[config.mk]
export PLATFORM = sky130hd
export DESIGN_NAME = irq_line_coalescer
export DESIGN_NICKNAME = d
export VERILOG_FILES = /design/src/rtl/irq_coal_pkg.sv /design/src/rtl/irq_pin_slice.sv /design/src/rtl/irq_grant_arb.sv /design/src/rtl/irq_line_coalescer.sv
export SDC_FILE = /design/constraint.sdc
export NUM_CORES = 1
export LEC_CHECK = 0
export ABC_CLOCK_PERIOD_IN_PS = 7500
export BUFFER_PORTS_ARGS = -buffer_cell sky130_fd_sc_hd__buf_2
export CAP_MARGIN = 30
export CELL_PAD_IN_SITES_DETAIL_PLACEMENT = 0
export CELL_PAD_IN_SITES_GLOBAL_PLACEMENT = 1
export CORE_AREA = 2 2 197 199
export CTS_BUF_LIST = sky130_fd_sc_hd__clkbuf_8
export CTS_CLUSTER_SIZE = 40
export DETAILED_ROUTE_END_ITERATION = 7
export DIE_AREA = 0 0 199 201
export PLACE_DENSITY_LB_ADDON = 0.3
export SLEW_MARGIN = 20
export SYNTH_ARGS = -nofsm -noshare
export SYNTH_HDL_FRONTEND = slang
export SYNTH_SLANG_ARGS = --single-unit
export TNS_END_PERCENT = 100
[constraint.sdc]
create_clock -name clk -period 7.5 [get_ports clk]
set_clock_uncertainty 0.2 [all_clocks]
set_input_delay 0.75 -clock clk [delete_from_list [all_inputs] [get_ports clk]]
set_output_delay 0.75 -clock clk [all_outputs]
set_load 0.02 [all_outputs]
[src/rtl/irq_coal_pkg.sv]
package irq_coal_pkg;

    localparam int IRQ_PINS_DEF = 24;
    localparam int IRQ_VEC_W_DEF = 8;
    localparam int IRQ_DEST_W_DEF = 8;
    localparam int IRQ_TICK_DEF = 8;

    // Working state of one pin while the cycle's inputs are applied in turn.
    typedef struct packed {
        logic lvl;   // line currently high
        logic rirr;  // level interrupt in service
        logic hold;  // tick pin edge coalescing flag
        logic fire;  // a delivery was decided this cycle
    } pin_st_t;

    function automatic pin_st_t try_deliver(pin_st_t s, logic lvl_mode, logic masked,
                                            logic is_tick);
        pin_st_t r;
        r = s;
        if (!masked && !(lvl_mode && s.rirr) && !(is_tick && s.hold)) begin
            r.fire = 1'b1;
            if (lvl_mode)
                r.rirr = 1'b1;
            else if (is_tick)
                r.hold = 1'b1;
        end
        return r;
    endfunction

    function automatic pin_st_t line_assert(pin_st_t s, logic lvl_mode, logic masked,
                                            logic is_tick);
        pin_st_t r;
        r = s;
        if (lvl_mode || !s.lvl) begin
            r.lvl = 1'b1;
            r = try_deliver(r, lvl_mode, masked, is_tick);
        end
        return r;
    endfunction

    function automatic pin_st_t line_drop(pin_st_t s);
        pin_st_t r;
        r = s;
        r.lvl = 1'b0;
        return r;
    endfunction

    function automatic pin_st_t eoi_step(pin_st_t s, logic lvl_mode, logic masked,
                                         logic is_tick, logic vec_hit);
        pin_st_t r;
        r = s;
        if (vec_hit) begin
            if (is_tick) r.hold = 1'b0;
            if (lvl_mode) r.rirr = 1'b0;
        end
        if (r.lvl) r = line_assert(r, lvl_mode, masked, is_tick);
        return r;
    endfunction

    function automatic pin_st_t rewrite_step(pin_st_t s, logic lvl_mode, logic masked,
                                             logic is_tick);
        pin_st_t r;
        r = s;
        if (!lvl_mode)
            r.rirr = 1'b0;
        else if (r.lvl && !masked)
            r = try_deliver(r, lvl_mode, masked, is_tick);
        return r;
    endfunction

endpackage

[src/rtl/irq_pin_slice.sv]
module irq_pin_slice
    import irq_coal_pkg::*;
#(
    parameter int VEC_W   = IRQ_VEC_W_DEF,
    parameter bit IS_TICK = 1'b0
) (
    input  logic             clk,
    input  logic             rst,
    input  logic             level_mode,
    input  logic             masked,
    input  logic [VEC_W-1:0] vector,
    input  logic             evt_hit,
    input  logic             evt_assert,
    input  logic             wr_hit,
    input  logic             eoi_valid,
    input  logic [VEC_W-1:0] eoi_vector,
    input  logic             grant,
    output logic             pend,
    output logic             rirr,
    output logic             hold
);

    logic    lvl_q, rirr_q, hold_q, pend_q;
    pin_st_t cur, s_eoi, s_wr, s_nxt;

    // Order within one cycle: end-of-interrupt, entry rewrite, line event.
    always_comb begin
        cur   = '{lvl: lvl_q, rirr: rirr_q, hold: hold_q, fire: 1'b0};
        s_eoi = cur;
        if (eoi_valid)
            s_eoi = eoi_step(cur, level_mode, masked, IS_TICK, vector == eoi_vector);
        s_wr = s_eoi;
        if (wr_hit)
            s_wr = rewrite_step(s_eoi, level_mode, masked, IS_TICK);
        s_nxt = s_wr;
        if (evt_hit)
            s_nxt = evt_assert ? line_assert(s_wr, level_mode, masked, IS_TICK)
                               : line_drop(s_wr);
    end

    always_ff @(posedge clk) begin
        if (rst) begin
            lvl_q  <= 1'b0;
            rirr_q <= 1'b0;
            hold_q <= 1'b0;
            pend_q <= 1'b0;
        end else begin
            lvl_q  <= s_nxt.lvl;
            rirr_q <= s_nxt.rirr;
            hold_q <= s_nxt.hold;
            pend_q <= (pend_q && !grant) || s_nxt.fire;
        end
    end

    assign pend = pend_q;
    assign rirr = rirr_q;
    assign hold = hold_q;

endmodule

[src/rtl/irq_grant_arb.sv]
module irq_grant_arb
    import irq_coal_pkg::*;
#(
    parameter int NUM_PINS = IRQ_PINS_DEF,
    parameter int VEC_W    = IRQ_VEC_W_DEF,
    parameter int DEST_W   = IRQ_DEST_W_DEF,
    localparam int PIN_W   = $clog2(NUM_PINS)
) (
    input  logic                       clk,
    input  logic                       rst,
    input  logic [NUM_PINS-1:0]        pend,
    input  logic [NUM_PINS*VEC_W-1:0]  cfg_vector,
    input  logic [NUM_PINS*DEST_W-1:0] cfg_dest,
    output logic [NUM_PINS-1:0]        grant,
    output logic                       dlv_valid,
    output logic [PIN_W-1:0]           dlv_pin,
    output logic [VEC_W-1:0]           dlv_vector,
    output logic [DEST_W-1:0]          dlv_dest
);

    logic             any;
    logic [PIN_W-1:0] idx;

    // Scan downward so that the last hit, the lowest index, wins.
    always_comb begin
        any = 1'b0;
        idx = '0;
        for (int i = NUM_PINS - 1; i >= 0; i--) begin
            if (pend[i]) begin
                any = 1'b1;
                idx = PIN_W'(i);
            end
        end
        grant = any ? (NUM_PINS'(1) << idx) : '0;
    end

    always_ff @(posedge clk) begin
        if (rst) begin
            dlv_valid  <= 1'b0;
            dlv_pin    <= '0;
            dlv_vector <= '0;
            dlv_dest   <= '0;
        end else begin
            dlv_valid  <= any;
            dlv_pin    <= idx;
            dlv_vector <= cfg_vector[int'(idx)*VEC_W +: VEC_W];
            dlv_dest   <= cfg_dest[int'(idx)*DEST_W +: DEST_W];
        end
    end

endmodule

[src/rtl/irq_line_coalescer.sv]
module irq_line_coalescer
    import irq_coal_pkg::*;
#(
    parameter int NUM_PINS = IRQ_PINS_DEF,
    parameter int VEC_W    = IRQ_VEC_W_DEF,
    parameter int DEST_W   = IRQ_DEST_W_DEF,
    parameter int TICK_PIN = IRQ_TICK_DEF,
    localparam int PIN_W   = $clog2(NUM_PINS)
) (
    input  logic                       clk,
    input  logic                       rst,
    input  logic                       line_evt_valid,
    input  logic [PIN_W-1:0]           line_evt_pin,
    input  logic                       line_evt_assert,
    input  logic [NUM_PINS-1:0]        cfg_level_mode,
    input  logic [NUM_PINS-1:0]        cfg_mask,
    input  logic [NUM_PINS*VEC_W-1:0]  cfg_vector,
    input  logic [NUM_PINS*DEST_W-1:0] cfg_dest,
    input  logic                       cfg_wr_valid,
    input  logic [PIN_W-1:0]           cfg_wr_pin,
    input  logic                       eoi_valid,
    input  logic [VEC_W-1:0]           eoi_vector,
    output logic                       dlv_valid,
    output logic [PIN_W-1:0]           dlv_pin,
    output logic [VEC_W-1:0]           dlv_vector,
    output logic [DEST_W-1:0]          dlv_dest,
    output logic [NUM_PINS-1:0]        remote_irr,
    output logic                       tick_hold
);

    logic [NUM_PINS-1:0] pend_vec, grant_vec, hold_vec;

    for (genvar p = 0; p < NUM_PINS; p++) begin : g_pin
        irq_pin_slice #(
            .VEC_W  (VEC_W),
            .IS_TICK(p == TICK_PIN)
        ) u_slice (
            .clk       (clk),
            .rst       (rst),
            .level_mode(cfg_level_mode[p]),
            .masked    (cfg_mask[p]),
            .vector    (cfg_vector[p*VEC_W +: VEC_W]),
            .evt_hit   (line_evt_valid && (line_evt_pin == PIN_W'(p))),
            .evt_assert(line_evt_assert),
            .wr_hit    (cfg_wr_valid && (cfg_wr_pin == PIN_W'(p))),
            .eoi_valid (eoi_valid),
            .eoi_vector(eoi_vector),
            .grant     (grant_vec[p]),
            .pend      (pend_vec[p]),
            .rirr      (remote_irr[p]),
            .hold      (hold_vec[p])
        );
    end

    // Only the tick slice can ever set its hold flag.
    assign tick_hold = |hold_vec;

    irq_grant_arb #(
        .NUM_PINS(NUM_PINS),
        .VEC_W   (VEC_W),
        .DEST_W  (DEST_W)
    ) u_arb (
        .clk       (clk),
        .rst       (rst),
        .pend      (pend_vec),
        .cfg_vector(cfg_vector),
        .cfg_dest  (cfg_dest),
        .grant     (grant_vec),
        .dlv_valid (dlv_valid),
        .dlv_pin   (dlv_pin),
        .dlv_vector(dlv_vector),
        .dlv_dest  (dlv_dest)
    );

endmodule

==> impl_results.html, run 1 <==
<table>
<tr><th>Metric</th><th>Value</th></tr>
<tr><th colspan="2">Status</th></tr>
<tr><td>Outcome</td><td>completed</td></tr>
<tr><th colspan="2">Clock network</th></tr>
<tr><td>Cts bufs inserted</td><td>9</td></tr>
<tr><td>Clock tree from TritonCTS</td><td>yes</td></tr>
<tr><td>Latest clock arrival within the worst-skew pair</td><td>just over 0.4 ns</td></tr>
<tr><td>Clock transition time at the flip-flop clock pins of the worst setup and hold paths</td><td>about 0.12 ns</td></tr>
<tr><td>Post-CTS Setup Repair Bufs</td><td>0</td></tr>
<tr><td>CTS H-Tree Depth</td><td>3</td></tr>
<tr><td>Number of instances resized during post-cts repair</td><td>0</td></tr>
<tr><td>Number of clock sinks seen by CTS</td><td>95</td></tr>
<tr><td>Cell at the root of the clock tree</td><td>clkbuf_8</td></tr>
<tr><td>Hold_buf cts</td><td>0</td></tr>
<tr><td>Maximum root-to-sink buffer count</td><td>2</td></tr>
<tr><th colspan="2">Synth</th></tr>
<tr><td>Synthesis warning total</td><td>0</td></tr>
<tr><td>Synth top area share</td><td>0.173</td></tr>
<tr><td>Top cell type by total area after synthesis</td><td>dfxtp_1</td></tr>
<tr><td>XOR/XNOR share of the synthesized area</td><td>0.153</td></tr>
<tr><td>Synth Area in Simple Gates</td><td>0.342</td></tr>
<tr><td>Most common flop cell mapped by yosys</td><td>dfxtp_1</td></tr>
<tr><td>Mux cell area share after synthesis</td><td>0.0228</td></tr>
<tr><td>Netlist cell types</td><td>between 60 and 70</td></tr>
<tr><td>Main combinational cell family by area after synthesis</td><td>simple AND/OR/NAND/NOR gates</td></tr>
<tr><td>Net count of the mapped netlist</td><td>roughly 2,200</td></tr>
<tr><td>Dominant cells by area after synthesis</td><td>dfxtp_1, nand2_1, xnor2_1</td></tr>
<tr><td>Complex-gate fraction of the synthesized area</td><td>0.244</td></tr>
<tr><td>Post-synthesis cell count</td><td>1,746</td></tr>
<tr><td>Number of register bits inferred by synthesis</td><td>95</td></tr>
<tr><td>Register area share after synthesis</td><td>0.173</td></tr>
<tr><td>Number of enable-type register cells in the synthesized netlist</td><td>0</td></tr>
<tr><td>Syn Std Cell Area</td><td>0.0110 sq mm</td></tr>
<tr><td>Share of async-settable or async-resettable flops after synthesis</td><td>0</td></tr>
<tr><td>Synthesized area per cell</td><td>6.30 sq um</td></tr>
<tr><td>Post-Synth Adder-Cell Area</td><td>0</td></tr>
<tr><th colspan="2">GRT</th></tr>
<tr><td>Routing usage on met3</td><td>0.0734</td></tr>
<tr><td>First-pass GRT wire length</td><td>about 94 mm</td></tr>
<tr><td>GR Overflow Total</td><td>0</td></tr>
<tr><td>Pin count of the biggest net entering global routing</td><td>66</td></tr>
<tr><td>Initial antenna violation count</td><td>29</td></tr>
<tr><td>Met1 global-route usage</td><td>0.356</td></tr>
<tr><td>Vias in the first global route</td><td>between 10,000 and 15,000</td></tr>
<tr><td>Layer with the highest usage</td><td>met2</td></tr>
<tr><td>Global Route Usage Sum</td><td>0.321</td></tr>
<tr><td>Global Route met2 Usage</td><td>0.577</td></tr>
<tr><th colspan="2">Critical path</th></tr>
<tr><td>Biggest fanout along the worst timing path</td><td>59</td></tr>
<tr><td>Worst path max stage delay</td><td>a little under 0.7 ns</td></tr>
<tr><td>Cell with the largest stage delay on the worst path</td><td>buf_4</td></tr>
<tr><td>CP arrival</td><td>between 3 and 4 ns</td></tr>
<tr><td>Type of the setup path with the least slack</td><td>register to register</td></tr>
<tr><td>Startpoint Class</td><td>register</td></tr>
<tr><td>Required time at the endpoint of the critical path</td><td>~7.6 ns</td></tr>
<tr><td>Type of element capturing the critical path</td><td>register</td></tr>
<tr><td>Cell Chain, Critical Path</td><td>nor2_1 -&gt; o311a_1 -&gt; o21ai_0 -&gt; nand2_4 -&gt; buf_4 -&gt; nand2_1 -&gt; a21oi_1 -&gt; o311ai_0 -&gt; a2111oi_1</td></tr>
<tr><th colspan="2">Detailed routing</th></tr>
<tr><td>Final antenna-violating net count</td><td>0</td></tr>
<tr><td>Starting DRC count in detailed routing</td><td>~1,200</td></tr>
<tr><td>Wirelength per Cell</td><td>between 20 and 30 microns</td></tr>
<tr><td>Vias/cell</td><td>5.56</td></tr>
<tr><td>Pre-antenna DRT Iters</td><td>5</td></tr>
<tr><td>DRC violation count after routing</td><td>0</td></tr>
<tr><td>Via Count</td><td>between 10,000 and 15,000</td></tr>
<tr><td>Total wirelength of the detailed-routed design</td><td>66.9 mm</td></tr>
<tr><th colspan="2">Power and ir drop</th></tr>
<tr><td>VDD IR max</td><td>68.2 uV</td></tr>
<tr><td>Total leakage power</td><td>5.83 nW</td></tr>
<tr><td>Pwr/cell area</td><td>~120 mW/mm^2</td></tr>
<tr><th colspan="2">Min path</th></tr>
<tr><td>Worst hold-check path type</td><td>register to register</td></tr>
<tr><th colspan="2">STA</th></tr>
<tr><td>Total negative setup slack</td><td>0 ns</td></tr>
<tr><td>Max transition margin</td><td>0.353</td></tr>
<tr><td>Setup repair after global routing missed its margin</td><td>no</td></tr>
<tr><td>Final period demand of the worst path</td><td>3.83 ns</td></tr>
<tr><td>Pins Over Slew Limit</td><td>0</td></tr>
<tr><td>Final worst-path cycle share</td><td>0.510</td></tr>
<tr><td>Worst slew pin tran</td><td>a little under 1 ns</td></tr>
<tr><td>Hold Vio Cnt, Final</td><td>0</td></tr>
<tr><td>Endpoints failing setup</td><td>0</td></tr>
<tr><td>Top achievable clock speed</td><td>261 MHz</td></tr>
<tr><th colspan="2">Floorplan</th></tr>
<tr><td>Horizontal die dimension</td><td>about 200 microns</td></tr>
<tr><td>IO Count</td><td>slightly above 500</td></tr>
<tr><td>Floorplan row count</td><td>between 70 and 80</td></tr>
<tr><td>Overall die area</td><td>~0.040 sq mm</td></tr>
<tr><td>Placeable core region</td><td>between 0.03 and 0.04 sq mm</td></tr>
<tr><td>Starting Density</td><td>0.289</td></tr>
<tr><td>Die Height</td><td>between 200 and 250 microns</td></tr>
<tr><th colspan="2">Cells and area</th></tr>
<tr><td>Highest-count cells in the layout ignoring fill and taps</td><td>buf_2, nand2_1, a21oi_1, xnor2_1, nand3_1</td></tr>
<tr><td>Layout cells sized above 1</td><td>0.257</td></tr>
<tr><td>Relative area change from synthesis to final layout</td><td>26.4%</td></tr>
<tr><td>Most common cell after layout, fill and taps aside</td><td>buf_2</td></tr>
<tr><td>Fill cell total of the finished layout</td><td>4,293</td></tr>
<tr><td>Final layout net count</td><td>about 2,600</td></tr>
<tr><td>Utilization after layout</td><td>0.365</td></tr>
<tr><th colspan="2">Placed design</th></tr>
<tr><td>Number of buffer cells added on primary ports</td><td>502</td></tr>
<tr><td>Last weighted congestion value of the routability-driven placer</td><td>approximately 0.96</td></tr>
<tr><td>Placed wire-length estimate after detailed placement</td><td>roughly 54 mm</td></tr>
<tr><th colspan="2">Flow run</th></tr>
<tr><td>Max-capacitance violation count</td><td>0</td></tr>
</table>
## synthesized netlist by cell type (all sizes together), types with 17 or more instances
cell / count
dfxtp: 95
mux2i: 25
nand3: 134
nand2: 502
nor2b: 26
a31oi: 27
xnor2: 142
xor2: 50
a21oi: 160
o31ai: 17
nor2: 50
o21ai: 123
clkbuf: 71
buf: 72
nand4: 46
## sequential cells by signal (all words and copies together) (netlist names)
| register | flops |
|---|---|
| u_arb.dlv_valid | 1 |
| u_arb.dlv_dest | 8 |
| g_pin.u_slice.lvl_q | 24 |
| g_pin.u_slice.rirr | 24 |
| g_pin.u_slice.hold | 1 |
| g_pin.u_slice.pend | 24 |
| u_arb.dlv_vector | 8 |
| u_arb.dlv_pin | 5 |
## layer usage
layer  vias to the layer above  wire length [microns]
li1                       6909                      -
met1                      6995                  25000
met2                       728                  33300
met3                       162                   5100
met4                        34                   3270
met5                         -                    220
## stage by stage
stage | area [sq um] | setup WS [ns] | total power [W] | cells | hold WS, ns
final | 13900 | 3.67 | 0.00167 | 2666 | 0.301
after global routing | 13900 | 3.36 | 0.00173 | 2662 | 0.322
after CTS | 13900 | 3.73 | 0.00167 | 2658 | 0.290
after detailed placement | 13700 | 3.68 | 0.00124 | 2642 | 0.272
after global placement | 13700 | 3.72 | 0.00124 | 2642 | 0.263
after floorplan | 11000 | 4.56 | 0.000914 | 1746 | 0.246
## worst max-delay path: cells and delay by family, from the launching register on
kind            cells  cell delay, ns
compound gates      5            1.17
buf+inv             1            0.69
flops               1            0.63
simple gates        3            1.00
## path summary, 6_finish.rpt
kind	start	endpoint	slack, ns	cells past startpoint
setup reg to reg	g_pin[2].u_slice.pend	u_arb.dlv_dest[7]	3.67	9
hold / removal	g_pin[22].u_slice.lvl_q	g_pin[22].u_slice.lvl_q	0.30	2
hold reg to reg	g_pin[22].u_slice.lvl_q	g_pin[22].u_slice.lvl_q	0.30	2
setup / recovery	g_pin[2].u_slice.pend	u_arb.dlv_dest[7]	3.67	9
## final cells by class
type                            instances  area [sq um]  share of cell area
Multi-Input combinational cell       1495          8400               0.604
Timing Repair Buffer                  522          2660               0.191
Sequential cell                        95          1900               0.137
Tap cell                              518           648              0.0466
Clock buffer                            9           124             0.00891
Clock inverter                          7           104             0.00747
Inverter                               13          48.8             0.00351
Antenna cell                            7          17.5             0.00126
## cells by family (layout without fill, tap and decap cells)
family / count (synthesis) / in the layout
xor gates and xnor gates: 192 / 192
DFF: 95 / 95
AOI/OAI and AO/OA: 439 / 439
buffers and inverters: 156 / 551
muxes: 25 / 25
other: 0 / 7
and+or+nand+nor: 839 / 839
## power by group
part,switching (W),internal [W],leakage [nW]
Clock,0.000237,0.000193,0.117
Sequential,0.0000200,0.000526,0.772
Combinational,0.000432,0.000259,4.94
(Power assumes the default switching activity.)
==> run 2: changes to the inputs <==
--- a/config.mk
+++ b/config.mk
@@ -5,16 +5,16 @@
 export SDC_FILE = /design/constraint.sdc
 export NUM_CORES = 1
 export LEC_CHECK = 0
-export ABC_CLOCK_PERIOD_IN_PS = 7500
+export ABC_CLOCK_PERIOD_IN_PS = 3500
 export BUFFER_PORTS_ARGS = -buffer_cell sky130_fd_sc_hd__buf_2
 export CAP_MARGIN = 30
 export CELL_PAD_IN_SITES_DETAIL_PLACEMENT = 0
 export CELL_PAD_IN_SITES_GLOBAL_PLACEMENT = 1
-export CORE_AREA = 2 2 197 199
+export CORE_MARGIN = 1
+export CORE_UTILIZATION = 29
 export CTS_BUF_LIST = sky130_fd_sc_hd__clkbuf_8
 export CTS_CLUSTER_SIZE = 40
 export DETAILED_ROUTE_END_ITERATION = 7
-export DIE_AREA = 0 0 199 201
 export PLACE_DENSITY_LB_ADDON = 0.3
 export SLEW_MARGIN = 20
 export SYNTH_ARGS = -nofsm -noshare
==> constraint.sdc (replaced) <==
create_clock -name clk -period 3.5 [get_ports clk]
set_clock_uncertainty 0.2 [all_clocks]
set_input_delay 0.35 -clock clk [delete_from_list [all_inputs] [get_ports clk]]
set_output_delay 0.35 -clock clk [all_outputs]
set_load 0.02 [all_outputs]
==> impl_results.html, run 2 (synthesized netlist as in run 1, its figures left out) <==
<table>
<tr><th>Metric</th><th>Value</th></tr>
<tr><th colspan="2">Floorplan</th></tr>
<tr><td>Horizontal die dimension</td><td>197 microns (was 199 microns)</td></tr>
<tr><td>Floorplan row count</td><td>70 (was 72)</td></tr>
<tr><td>IO Count</td><td>503 (unchanged)</td></tr>
<tr><td>Overall die area</td><td>0.0387 sq mm (was 0.0400 sq mm)</td></tr>
<tr><td>Placeable core region</td><td>0.0370 sq mm (was 0.0381 sq mm)</td></tr>
<tr><td>Die Height</td><td>197 microns (was 201 microns)</td></tr>
<tr><td>Starting Density</td><td>0.298 (was 0.289)</td></tr>
<tr><th colspan="2">STA</th></tr>
<tr><td>Final period demand of the worst path</td><td>3.16 ns (was 3.83 ns)</td></tr>
<tr><td>Pins Over Slew Limit</td><td>0 (unchanged)</td></tr>
<tr><td>Max transition margin</td><td>0.442 (was 0.353)</td></tr>
<tr><td>Final setup margin</td><td>0.344 ns (was 3.67 ns)</td></tr>
<tr><td>Final-layout worst hold slack</td><td>0.0213 ns (was 0.301 ns)</td></tr>
<tr><td>Worst slew pin tran</td><td>0.836 ns (was 0.964 ns)</td></tr>
<tr><td>Hold Vio Cnt, Final</td><td>0 (unchanged)</td></tr>
<tr><td>Endpoints failing setup</td><td>0 (unchanged)</td></tr>
<tr><td>Top achievable clock speed</td><td>317 MHz (was 261 MHz)</td></tr>
<tr><td>Final worst-path cycle share</td><td>0.902 (was 0.510)</td></tr>
<tr><td>Total negative setup slack</td><td>0 ns (unchanged)</td></tr>
<tr><td>Setup repair after global routing missed its margin</td><td>no (unchanged)</td></tr>
<tr><th colspan="2">Min path</th></tr>
<tr><td>Worst hold-check path type</td><td>input pin to register (was register to register)</td></tr>
<tr><th colspan="2">Detailed routing</th></tr>
<tr><td>Starting DRC count in detailed routing</td><td>810 (was 1,150)</td></tr>
<tr><td>Pre-antenna DRT Iters</td><td>5 (unchanged)</td></tr>
<tr><td>Wirelength per Cell</td><td>24.7 microns (was 25.1 microns)</td></tr>
<tr><td>Total wirelength of the detailed-routed design</td><td>66.5 mm (was 66.9 mm)</td></tr>
<tr><td>DRC violation count after routing</td><td>0 (unchanged)</td></tr>
<tr><td>Via Count</td><td>14,800 (about the same)</td></tr>
<tr><td>Vias/cell</td><td>5.50 (was 5.56)</td></tr>
<tr><td>Final antenna-violating net count</td><td>0 (unchanged)</td></tr>
<tr><th colspan="2">GRT</th></tr>
<tr><td>Pin count of the biggest net entering global routing</td><td>91 (was 66)</td></tr>
<tr><td>Vias in the first global route</td><td>14,400 (about the same)</td></tr>
<tr><td>Global Route Usage Sum</td><td>0.329 (was 0.321)</td></tr>
<tr><td>First-pass GRT wire length</td><td>93.3 mm (was 94.4 mm)</td></tr>
<tr><td>GR Overflow Total</td><td>0 (unchanged)</td></tr>
<tr><td>Initial antenna violation count</td><td>21 (was 29)</td></tr>
<tr><th colspan="2">Power and ir drop</th></tr>
<tr><td>Pwr/cell area</td><td>251 mW/mm^2 (was 120 mW/mm^2)</td></tr>
<tr><td>VDD IR max</td><td>154 uV (was 68.2 uV)</td></tr>
<tr><td>Clock network power share</td><td>0.246 (was 0.258)</td></tr>
<tr><td>Total leakage power</td><td>6.03 nW (was 5.83 nW)</td></tr>
<tr><td>Part of the power in registers</td><td>0.325 (was 0.328)</td></tr>
<tr><td>Net Sw Frac</td><td>0.421 (was 0.413)</td></tr>
<tr><td>Gate power share</td><td>0.429 (was 0.414)</td></tr>
<tr><td>Internal power contribution</td><td>0.00207 W (was 0.000978 W)</td></tr>
<tr><td>NetSw</td><td>0.00151 W (was 0.000689 W)</td></tr>
<tr><th colspan="2">Cells and area</th></tr>
<tr><td>Non-Filler Cell Area, Final</td><td>0.0142 sq mm (was 0.0139 sq mm)</td></tr>
<tr><td>Final layout net count</td><td>2,631 (was 2,592)</td></tr>
<tr><td>Layout cells sized above 1</td><td>0.270 (was 0.257)</td></tr>
<tr><td>Highest-count cells in the layout ignoring fill and taps</td><td>nand2_1, buf_2, a21oi_1, xnor2_1, nand3_1 (was buf_2, nand2_1, a21oi_1, xnor2_1, nand3_1)</td></tr>
<tr><td>Relative area change from synthesis to final layout</td><td>29.4% (was 26.4%)</td></tr>
<tr><td>Non-filler cells in the finished layout</td><td>2,695 (was 2,666)</td></tr>
<tr><th colspan="2">Critical path</th></tr>
<tr><td>CP arrival</td><td>3.24 ns (was 3.91 ns)</td></tr>
<tr><td>Type of the setup path with the least slack</td><td>register to register (unchanged)</td></tr>
<tr><td>Startpoint Class</td><td>register (unchanged)</td></tr>
<tr><td>Required time at the endpoint of the critical path</td><td>3.59 ns (was 7.58 ns)</td></tr>
<tr><td>Type of element capturing the critical path</td><td>register (unchanged)</td></tr>
<tr><td>Biggest fanout along the worst timing path</td><td>8 (was 59)</td></tr>
<tr><th colspan="2">Clock network</th></tr>
<tr><td>Hold_buf cts</td><td>0 (unchanged)</td></tr>
<tr><td>Post-CTS Setup Repair Bufs</td><td>0 (unchanged)</td></tr>
<tr><td>Clock transition time at the flip-flop clock pins of the worst setup and hold paths</td><td>0.14 ns (was 0.12 ns)</td></tr>
<tr><td>Maximum root-to-sink buffer count</td><td>2 (unchanged)</td></tr>
<tr><td>Number of instances resized during post-cts repair</td><td>0 (unchanged)</td></tr>
<tr><td>Cell at the root of the clock tree</td><td>clkbuf_8 (unchanged)</td></tr>
<tr><td>Number of clock sinks seen by CTS</td><td>95 (unchanged)</td></tr>
<tr><td>Latest clock arrival within the worst-skew pair</td><td>0.42 ns (was 0.41 ns)</td></tr>
<tr><td>CTS H-Tree Depth</td><td>3 (unchanged)</td></tr>
<tr><td>Clock tree from TritonCTS</td><td>yes (unchanged)</td></tr>
<tr><td>Cts bufs inserted</td><td>9 (unchanged)</td></tr>
<tr><th colspan="2">Placed design</th></tr>
<tr><td>Last weighted congestion value of the routability-driven placer</td><td>0.956 (was 0.965)</td></tr>
<tr><td>Placed wire-length estimate after detailed placement</td><td>54.8 mm (was 54.0 mm)</td></tr>
<tr><td>Number of buffer cells added on primary ports</td><td>502 (unchanged)</td></tr>
<tr><td>Post-detailed-placement cell area</td><td>0.0140 sq mm (was 0.0137 sq mm)</td></tr>
<tr><td>Placed Instances</td><td>2,668 (was 2,642)</td></tr>
<tr><td>Minimum setup slack after placement</td><td>0.359 ns (was 3.68 ns)</td></tr>
<tr><th colspan="2">Status</th></tr>
<tr><td>Outcome</td><td>completed (unchanged)</td></tr>
<tr><th colspan="2">Flow run</th></tr>
<tr><td>Max-capacitance violation count</td><td>0 (unchanged)</td></tr>
</table>
[run 2: cell types whose count changed in the layout (fill, tap and decap cells not counted), moves of 2 or more]
cell      previous run  this run
buf_4               19        57
clkinv_4             0         2
buf_12               0         3
clkinv_2             2         0
diode_2              7        11
[run 2: critical path, cell delays in order, from the launching register on]
cell       delay, ns
dfxtp_1         0.38
nor4_1          0.46
nand2_1         0.12
a21boi_0        0.29
o21ai_2         0.15
o21ai_1         0.61
o311ai_0        0.39
a2111oi_1       0.43
[run 2: path summary, 6_finish.rpt]
path                                   to                     from  slack, ns  cells after the start
setup / recovery        u_arb.dlv_dest[7]   g_pin[18].u_slice.pend       0.34                      7
hold / removal      g_pin[1].u_slice.rirr        cfg_level_mode[1]       0.02                      3
setup reg to reg        u_arb.dlv_dest[7]   g_pin[18].u_slice.pend       0.34                      7
hold reg to reg   g_pin[22].u_slice.lvl_q  g_pin[22].u_slice.lvl_q       0.29                      2
[run 2: layout make-up]
| type | count | area, sq um |
|---|---|---|
| repair buffers | 561 | 3000 |
| multi-input cells | 1495 | 8400 |
| clock buffers | 9 | 124 |
| well taps | 504 | 631 |
| clock inverters | 7 | 100 |
| diodes | 11 | 27.5 |
| inverters | 13 | 48.8 |
| flip-flops and latches | 95 | 1900 |
| fillers | 4161 | 22700 |
[run 2: power by group through the flow]
stage	registers (W)	logic (W)	clock network, W
final	0.00116	0.00154	0.000879
after global routing	0.00117	0.00164	0.000937
after CTS	0.00116	0.00153	0.000893
after detailed placement	0.00119	0.00153	0
after global placement	0.00119	0.00153	0
after floorplan	0.00121	0.000750	0
[run 2: stage by stage]
stage                     utilization  power [W]
final                           0.385    0.00358
after CTS                       0.384    0.00359
after detailed placement        0.378    0.00271
after global routing            0.385    0.00374
after floorplan                     -    0.00196
after global placement          0.378    0.00272
[run 2: layer usage]
| metal | vias up | track usage | wire length (microns) |
|---|---|---|---|
| li1 | 7001 | - | - |
| met1 | 7003 | 0.366 | 25400 |
| met2 | 666 | 0.597 | 33500 |
| met3 | 128 | 0.0618 | 4360 |
| met4 | 18 | 0.157 | 3090 |
| met5 | - | 0 | 110 |
